--- config.mk ---
export PLATFORM = sky130hd
export DESIGN_NAME = bus_exchanger
export DESIGN_NICKNAME = d
export VERILOG_FILES = /design/src/rtl/bxch_pkg.sv /design/src/rtl/bx_en_reg.sv /design/src/rtl/bx_a2b.sv /design/src/rtl/bx_b2a.sv /design/src/rtl/bx_oe_ctl.sv /design/src/rtl/bus_exchanger.sv
export SDC_FILE = /design/constraint.sdc
export NUM_CORES = 1
export LEC_CHECK = 0
export CORE_AREA = 2 2 68 70
export DETAILED_ROUTE_END_ITERATION = 6
export DIE_AREA = 0 0 70 72
export DONT_BUFFER_PORTS = 1
export HOLD_SLACK_MARGIN = 0.06
export PLACE_DENSITY = 0.68
export SYNTH_ARGS = -nofsm -noshare
export SYNTH_HDL_FRONTEND = slang
export SYNTH_HIERARCHICAL = 1
export SYNTH_SLANG_ARGS = --single-unit
--- constraint.sdc ---
create_clock -name clk -period 1.7 [get_ports clk]
set_input_delay 0.51 -clock clk [delete_from_list [all_inputs] [get_ports clk]]
set_output_delay 0.51 -clock clk [all_outputs]
set_load 0.005 [all_outputs]
--- src/rtl/bxch_pkg.sv ---
package bxch_pkg;

    typedef enum logic {
        PICK_2B = 1'b0,
        PICK_1B = 1'b1
    } pick_e;

    typedef struct packed {
        logic a_off;
        logic b_off;
    } oe_state_t;

    localparam oe_state_t OE_ALL_OFF = '{a_off: 1'b1, b_off: 1'b1};

    function automatic logic drive_of(input logic off);
        return !off;
    endfunction

endpackage

--- src/rtl/bx_en_reg.sv ---
module bx_en_reg #(
    parameter int W = 12
) (
    input  logic         clk,
    input  logic         rst,
    input  logic         en_n,
    input  logic [W-1:0] d,
    output logic [W-1:0] q
);
    always_ff @(posedge clk) begin
        if (rst)
            q <= '0;
        else if (!en_n)
            q <= d;
    end
endmodule

--- src/rtl/bx_a2b.sv ---
module bx_a2b #(
    parameter int W = 12
) (
    input  logic         clk,
    input  logic         rst,
    input  logic [W-1:0] a_in,
    input  logic         ld1_n,
    input  logic         ld2_n,
    output logic [W-1:0] b1_q,
    output logic [W-1:0] b2_q
);
    logic [W-1:0] stage_q;

    // first of two stages toward half 1
    bx_en_reg #(.W(W)) u_stage (
        .clk(clk), .rst(rst), .en_n(ld1_n), .d(a_in), .q(stage_q)
    );

    // second stage toward half 1, released together with half 2
    bx_en_reg #(.W(W)) u_half1 (
        .clk(clk), .rst(rst), .en_n(ld2_n), .d(stage_q), .q(b1_q)
    );

    // single stage toward half 2
    bx_en_reg #(.W(W)) u_half2 (
        .clk(clk), .rst(rst), .en_n(ld2_n), .d(a_in), .q(b2_q)
    );

    p_stage_load_r2: assert property (@(posedge clk) disable iff (rst)
        !ld1_n |=> stage_q == $past(a_in));

    p_stage_hold_r2: assert property (@(posedge clk) disable iff (rst)
        ld1_n |=> $stable(stage_q));

    p_wide_load_r3: assert property (@(posedge clk) disable iff (rst)
        !ld2_n |=> (b1_q == $past(stage_q)) && (b2_q == $past(a_in)));

    p_wide_hold_r3: assert property (@(posedge clk) disable iff (rst)
        ld2_n |=> $stable(b1_q) && $stable(b2_q));
endmodule

--- src/rtl/bx_b2a.sv ---
module bx_b2a
    import bxch_pkg::*;
#(
    parameter int W = 12
) (
    input  logic         clk,
    input  logic         rst,
    input  logic [W-1:0] b1_in,
    input  logic [W-1:0] b2_in,
    input  logic         cap1_n,
    input  logic         cap2_n,
    input  logic         sel,
    output logic [W-1:0] a_q
);
    localparam int HALVES = 2;

    logic [HALVES-1:0][W-1:0] src;
    logic [HALVES-1:0][W-1:0] held;
    logic [HALVES-1:0]        cap_n;

    assign src[0]   = b1_in;
    assign src[1]   = b2_in;
    assign cap_n[0] = cap1_n;
    assign cap_n[1] = cap2_n;

    for (genvar h = 0; h < HALVES; h++) begin : g_half
        bx_en_reg #(.W(W)) u_cap (
            .clk(clk), .rst(rst), .en_n(cap_n[h]), .d(src[h]), .q(held[h])
        );
    end

    pick_e pick;
    assign pick = pick_e'(sel);

    always_comb begin
        unique case (pick)
            PICK_1B: a_q = held[0];
            default: a_q = held[1];
        endcase
    end

    p_cap1_r6: assert property (@(posedge clk) disable iff (rst)
        !cap1_n |=> held[0] == $past(b1_in));

    p_cap2_r6: assert property (@(posedge clk) disable iff (rst)
        !cap2_n |=> held[1] == $past(b2_in));

    p_cap_hold_r6: assert property (@(posedge clk) disable iff (rst)
        (cap1_n && cap2_n) |=> $stable(held));
endmodule

--- src/rtl/bx_oe_ctl.sv ---
module bx_oe_ctl
    import bxch_pkg::*;
(
    input  logic clk,
    input  logic rst,
    input  logic oe_a_n,
    input  logic oe_b_n,
    output logic a_drv,
    output logic b_drv
);
    oe_state_t st;

    always_ff @(posedge clk) begin
        if (rst)
            st <= OE_ALL_OFF;
        else
            st <= '{a_off: oe_a_n, b_off: oe_b_n};
    end

    assign a_drv = drive_of(st.a_off);
    assign b_drv = drive_of(st.b_off);

    p_a_drv_r8: assert property (@(posedge clk) disable iff (rst)
        1'b1 |=> a_drv == !$past(oe_a_n));

    p_b_drv_r9: assert property (@(posedge clk) disable iff (rst)
        1'b1 |=> b_drv == !$past(oe_b_n));

    p_reset_off_r1: assert property (@(posedge clk)
        rst |=> !a_drv && !b_drv);
endmodule

--- src/rtl/bus_exchanger.sv ---
module bus_exchanger #(
    parameter int NW = 12
) (
    input  logic          clk,
    input  logic          rst,
    input  logic [NW-1:0] a_in,
    output logic [NW-1:0] a_out,
    output logic          a_drv,
    input  logic          oe_a_n,
    input  logic          oe_b_n,
    input  logic          ld1_n,
    input  logic          ld2_n,
    input  logic          cap1_n,
    input  logic          cap2_n,
    input  logic          sel,
    input  logic [NW-1:0] b1_in,
    input  logic [NW-1:0] b2_in,
    output logic [NW-1:0] b1_out,
    output logic [NW-1:0] b2_out,
    output logic          b_drv
);
    bx_a2b #(.W(NW)) u_a2b (
        .clk(clk), .rst(rst), .a_in(a_in), .ld1_n(ld1_n), .ld2_n(ld2_n),
        .b1_q(b1_out), .b2_q(b2_out)
    );

    bx_b2a #(.W(NW)) u_b2a (
        .clk(clk), .rst(rst), .b1_in(b1_in), .b2_in(b2_in),
        .cap1_n(cap1_n), .cap2_n(cap2_n), .sel(sel), .a_q(a_out)
    );

    bx_oe_ctl u_oe (
        .clk(clk), .rst(rst), .oe_a_n(oe_a_n), .oe_b_n(oe_b_n),
        .a_drv(a_drv), .b_drv(b_drv)
    );

    p_reset_data_r1: assert property (@(posedge clk)
        rst |=> (b1_out == '0) && (b2_out == '0) && (a_out == '0));
endmodule

After elaboration in Yosys (flattened, before gate mapping) --
Index checks and enable logic that the tools add are counted.
Storage, ports and cells: input port bits 45, flip-flop bits (word level) 62, word-level logic and storage cells 10, output and inout bits 38
Cells by class: reductions and logical operators 2, mux-type cells 1
Operators by type and width (number):
- 12-bit 2-to-1 mux | 1
- 1-bit zero test | 2

Depth between registers and ports, before layout --
Gate-level depths: netlist of the first run.
word-level depth 1, gate-level depth with buffers 3, gate-level depth less buffers 2

Hierarchy --
Netlist of the first run, hierarchy kept.
Modules (own cells, without submodules):
- bx_en_reg | instances 5, cells each 38, sequential area each 240.2 um2, area an instance 420.4 um2
- bx_b2a | instances 1, cells each 13, sequential area each 0.0 um2, area an instance 183.9 um2
- bx_oe_ctl | instances 1, cells each 6, sequential area each 40.0 um2, area an instance 60.1 um2

Least setup slack after synthesis of the first run --
No wires, ideal clock.
path type input to output, from input sel, to output a_out[0], data required time 1.190 ns, arrival time 0.958 ns, path buffers 1, cell stages on the path 2, path slack 0.232 ns, path through buf_6 -> mux2_4
Between the ends: cells in the longest elaborated chain, start to end 1
Ends and longest elaborated chain:
- start: declaration | RTL line bus_exchanger.sv:15 | input logic sel,
- 12-bit 2-to-1 mux | RTL line bx_b2a.sv:36 | unique case (pick)
- end: declaration | RTL line bus_exchanger.sv:7 | output logic [NW-1:0] a_out,
Every way passes these cells.

Worst setup path in the final report of the first run --
from register u_b2a.g_half[0].u_cap.q[9], to output a_out[9]
Between the ends: cells in the longest elaborated chain, start to end 1
Ends and longest elaborated chain:
- start: declaration | RTL line bx_en_reg.sv:8 | output logic [W-1:0] q
- start signal: assignment | RTL line bx_en_reg.sv:12 | q <= '0;
- start signal: assignment | RTL line bx_en_reg.sv:14 | q <= d;
- 12-bit 2-to-1 mux | RTL line bx_b2a.sv:36
Every way passes these cells.

==> results.tsv, run 1 <==
stage	metric	value	unit
pwr	p_leak	1.18	nW
clock_tree	clk_latency	330	ps
critical_path	slowest_delay	310	ps
synth	synth_cell_type_count	9	
place	port_buffers	0	
synth	yosysMostFrequentCell	dfxtp_1	
critical_path	path_class	reg -> out	
synth	ys_seq_elements	62	
sta	setup_viol	0	
sta	fmax	0.693	GHz
synth	avgSynthCellArea	11.2	um^2
sta	min_period	1440	ps
clock_tree	cts_root_buf	clkbuf_8	
sta	finClkSkew	6.36	ps
critical_path	end_kind	output pin	
finish	nNetsFinal	254	
critical_path	arrival	930	ps
synth	ys_seq_area_frac	0.529	
pwr	vdd_ir_drop_max	0.727	mV
finish	area_growth	7.68	%
place	dpl.hpwl	2850	um
critical_path	crit_fanout	2	
hold_path	min_path_type	in -> reg	
floorplanning	rows	24	
pwr	power.density	1200	nW/um^2
clock_tree	h-tree-depth	3	
grt	grt_max_degree	63	
grt	overflow	0	
finish	drive_gt1_frac	0.121	
floorplanning	pin_count	83	
synth	synth_top_area_share	0.529	
synth	ys.flop_type	dfxtp_1	
critical_path	cp.required	1190	ps
pwr	power.total	0.00303	W
sta	rsz0062_at_grt	false	
floorplanning	dieArea	5040	um^2
route	drt_first_pass_iters	4	
floorplanning	core_area	4260	um^2
synth	postSynthCellCount	209	
synth	syn_nets	254	
clock_tree	cts_buffers	9	
sta	slew_violations	0	
synth	synth_area_leaders	dfxtp_1 53%, mux2i_1 26%, nor2_1 9.6%, mux2_4 6.4%, buf_6 2.9%	
clock_tree	cts_tree	done	
grt	antenna_found_initial	0	
clock_tree	post_cts_buffers	0	
critical_path	startpoint_type	register	
route	routed_wl	4220	um
route	first_iter_violations	54	
route	drtAntennaViolNets	0	
grt	gr-usage-all-layers	0.179	
place	gp_congestion	0.803	
clock_tree	clk_pin_slew	70	ps
floorplanning	start_util	0.550	
critical_path	crit_buf_inv	0	
sta	worst_slew_pin_slew	167	ps
route	vias	1418	
critical_path	path_cells	mux2_2	
floorplanning	die_h	72	um
synth	synth_commonest_cells	62 x dfxtp_1, 60 x mux2i_1, 60 x nor2_1	
synth	syn-cell-area	2350	um^2
clock_tree	cts_sinks	62	
finish	fin_area	2530	um^2
floorplanning	die_w	70	um
sta	tns	0	ps
grt	grt_pass1_vias	1514	
status	outcome	complete, no violations	
flow_run	cap_violations	0	
synth	synth_edf_count	0	
synth	yosys.area.top_type	dfxtp_1	
place	post_dp_cell_area	2320	um^2
synth	async_reset_ff_frac	0	
sta	hold_viol	0	
clock_tree	ctsHoldBuffers	0	
synth	yosys_warnings	6	
clock_tree	cts_buffer_depth	2	
finish	diodes	0	
route	post-route-drc-count	0	
grt	grt_pass1_wl	6940	um
critical_path	slowest_stage	dfxtp_1	
critical_path	cpLargestDelayFamily	flip-flops	
route	vias_per_cell	5.33	
sta	post-route-period-util	0.849	
sta	relSlewSlack	0.885	
finish	num-fill-cells	367	
route	drt-wirelength-per-cell	15.9	um
clock_tree	post_cts_resized	0	
## sequential cells by signal, summed over array words and instances, names as in the netlist
signal                cells
u_oe/st                   2
u_a2b/u_half2/q          12
u_b2a/g_half.u_cap/q     24
u_a2b/u_stage/q          12
u_a2b/u_half1/q          12
## cell families (layout without fill, tap and decap cells)
kind of cell           after synthesis  after routing  share of synthesized area
buffers and inverters               13             18                     0.0400
flip-flops                          62             62                      0.529
multiplexers                        72             72                      0.330
AND/OR/NAND/NOR                     62             62                      0.101
## layer usage
metal / wire, um / global-route usage
met1: 1700 / 0.182
met4: 100 / 0.122
met2: 2080 / 0.310
met3: 341 / 0.0639
met5: 0 / 0
## final cells by class
type / instances / area (um^2) / share of cell area
clock buffer: 13 / 159 / 0.0629
clock inverter: 3 / 42.5 / 0.0168
inverter: 2 / 7.51 / 0.00297
multi-input combinational: 134 / 1010 / 0.400
sequential: 62 / 1240 / 0.491
tap: 52 / 65.1 / 0.0258
## power by group
part	total [W]	switching (W)	internal (W)
Sequential	0.00158	0.0000461	0.00153
Clock	0.00128	0.000525	0.000756
Combinational	0.000167	0.0000554	0.000112
Total	0.00303	0.000627	0.00240
## layout by cell type (no fill, tap or decap)
| cell type | netlist | routed |
|---|---|---|
| dfxtp_1 | 62 | 62 |
| mux2i_1 | 60 | 60 |
| nor2_1 | 60 | 60 |
| clkbuf_8 | 0 | 11 |
| mux2_4 | 10 | 10 |
| clkbuf_1 | 5 | 2 |
| mux2_2 | 2 | 2 |
| inv_1 | 2 | 2 |
| or2_1 | 2 | 2 |
| clkinvlp_4 | 0 | 1 |
| bufinv_16 | 0 | 1 |
| clkinv_2 | 0 | 1 |
## final timing paths
path                                     end  slack, ps                       start  cells after the start
setup / recovery                    a_out[9]        260  u_b2a/g_half[0].u_cap/q[9]                      1
hold / removal    u_b2a/g_half[1].u_cap/q[9]        240                         rst                      1
setup reg to reg  u_b2a/g_half[0].u_cap/q[9]       1040  u_b2a/g_half[0].u_cap/q[9]                      2
hold reg to reg   u_b2a/g_half[1].u_cap/q[5]        490  u_b2a/g_half[1].u_cap/q[5]                      2
## stage by stage
step / utilization / hold WS, ps / std cells / setup WS, ps
after floorplan: - / 458 / 209 / 232
after global placement: 0.545 / 471 / 250 / 358
after detailed placement: 0.545 / 481 / 250 / 349
after CTS: 0.592 / 229 / 266 / 246
after global routing: 0.592 / 225 / 266 / 220
final: 0.592 / 239 / 266 / 257
Power figures use the tool's default switching activity.
==> run 2: changes to the inputs <==
==> constraint.sdc (replaced) <==
create_clock -name clk -period 1.46 [get_ports clk]
set_input_delay 0.438 -clock clk [delete_from_list [all_inputs] [get_ports clk]]
set_output_delay 0.438 -clock clk [all_outputs]
set_load 0.005 [all_outputs]
==> results.tsv, run 2 (same netlist as run 1, synthesis figures left out) <==
stage	metric	value	unit
status	outcome	complete, no violations	
grt	gr-usage-all-layers	0.169	
critical_path	startpoint_type	register	
sta	min_period	1350	ps
floorplanning	core_area	4260	um^2
sta	fmax	0.739	GHz
finish	drive_gt1_frac	0.121	
critical_path	path_class	reg -> out	
floorplanning	start_util	0.550	
floorplanning	rows	24	
floorplanning	dieArea	5040	um^2
finish	final_cell_mix	62 x dfxtp_1, 60 x mux2i_1, 60 x nor2_1	
sta	relSlewSlack	0.891	
critical_path	end_kind	output pin	
finish	nNetsFinal	254	
finish	top_register	u_b2a/g_half.u_cap/q	
critical_path	slowest_stage	dfxtp_1	
sta	slew_violations	0	
clock_tree	post_cts_buffers	0	
sta	setup_slack	107	ps
pwr	power.total	0.00340	W
finish	area_growth	6.83	%
grt	antenna_found_initial	0	
critical_path	r2r_cells	2	
sta	finClkSkew	3.87	ps
finish	diodes	0	
place	dp_slack	253	ps
hold_path	min_to	u_a2b/u_half1/q[9]	
clock_tree	cts_buffer_depth	2	
place	gp_congestion	0.803	
hold_path	whs_path_depth	1	
grt	grt_max_degree	63	
route	drt_first_pass_iters	4	
sta	post-route-period-util	0.927	
pwr	p_leak	1.18	nW
route	drtAntennaViolNets	0	
floorplanning	die_h	72	um
route	post-route-drc-count	0	
sta	hold_viol	0	
route	vias	1421	
critical_path	r2r_start	u_a2b/u_half1/q[6]	
critical_path	cpLargestDelayFamily	flip-flops	
critical_path	r2r_slack	820	ps
flow_run	cap_violations	0	
finish	num-fill-cells	371	
route	drt-wirelength-per-cell	15.2	um
pwr	vdd_ir_drop_max	0.684	mV
critical_path	crit_fanout	2	
sta	fin_hold_ws	183	ps
place	dpl.hpwl	2840	um
clock_tree	cts_sinks	62	
critical_path	slowest_delay	320	ps
clock_tree	cts_buffers	9	
floorplanning	pin_count	83	
finish	final_core_util	0.588	
finish	largest_reg_flops	24	
place	port_buffers	0	
sta	rsz0062_at_grt	false	
clock_tree	post_cts_resized	0	
floorplanning	die_w	70	um
sta	setup_viol	0	
pwr	power.density	1360	nW/um^2
hold_path	min_path_type	in -> reg	
grt	overflow	0	
route	first_iter_violations	54	
clock_tree	clk_latency	320	ps
sta	tns	0	ps
critical_path	reg2reg_to	u_a2b/u_half1/q[6]	
critical_path	path_cells	mux2_2	
grt	grt_pass1_vias	1499	
clock_tree	clk_pin_slew	60	ps
route	vias_per_cell	5.34	
clock_tree	cts_tree	done	
critical_path	cp.required	1020	ps
critical_path	crit_buf_inv	0	
clock_tree	cts_root_buf	clkbuf_8	
grt	grt_pass1_wl	6670	um
clock_tree	h-tree-depth	3	
hold_path	min_from	rst	
sta	worst_slew_pin_slew	159	ps
route	routed_wl	4060	um
critical_path	arrival	920	ps
finish	layout_commonest_cell	dfxtp_1	
clock_tree	ctsHoldBuffers	0	
## run 2: how the worst max path moves through the flow
stage | end | depth (start not counted) | from | slack [ps]
after floorplan | a_out[0] | 2 | sel | 140
after global placement | a_out[9] | 1 | sel | 260
after detailed placement | a_out[9] | 1 | sel | 250
after CTS | a_out[10] | 1 | u_b2a/g_half[1].u_cap/q[10] | 90
after global routing | a_out[2] | 1 | u_b2a/g_half[1].u_cap/q[2] | 70
final | a_out[9] | 1 | u_b2a/g_half[0].u_cap/q[9] | 110
## run 2: area by class of cell
class | count | area (um^2) | share of cell area
inverters | 2 | 7.51 | 0.00300
multi-input cells | 134 | 1010 | 0.403
clock buffers | 11 | 131 | 0.0524
flip-flops and latches | 62 | 1240 | 0.495
clock inverters | 5 | 50.0 | 0.0200
well taps | 52 | 65.1 | 0.0260
## run 2: worst register-to-register path: stages, from the launching register on
cell and delay, ps:
dfxtp_1 330, mux2i_1 150, nor2_1 60
## run 2: where the power goes
| part | internal (W) | switching (W) |
|---|---|---|
| clock | 0.000777 | 0.000587 |
| combinational | 0.000131 | 0.0000632 |
| sequential | 0.00179 | 0.0000533 |
| total | 0.00269 | 0.000704 |
## run 2: layer usage
layer | global-route usage | part of all wire | up-vias
met1 | 0.174 | 0.39 | 668
met2 | 0.296 | 0.51 | 51
met3 | 0.0653 | 0.084 | 6
met5 | 0 | 0 | -
li1 | - | - | 696
met4 | 0.0962 | 0.016 | 0
## run 2: through the flow
| step | instance area [um^2] | instances |
|---|---|---|
| 2_1_floorplan | 2350 | 209 |
| 3_3_place_gp | 2320 | 250 |
| 3_5_place_dp | 2320 | 250 |
| 4_1_cts | 2510 | 266 |
| 5_1_grt | 2510 | 266 |
| 6_report | 2510 | 266 |
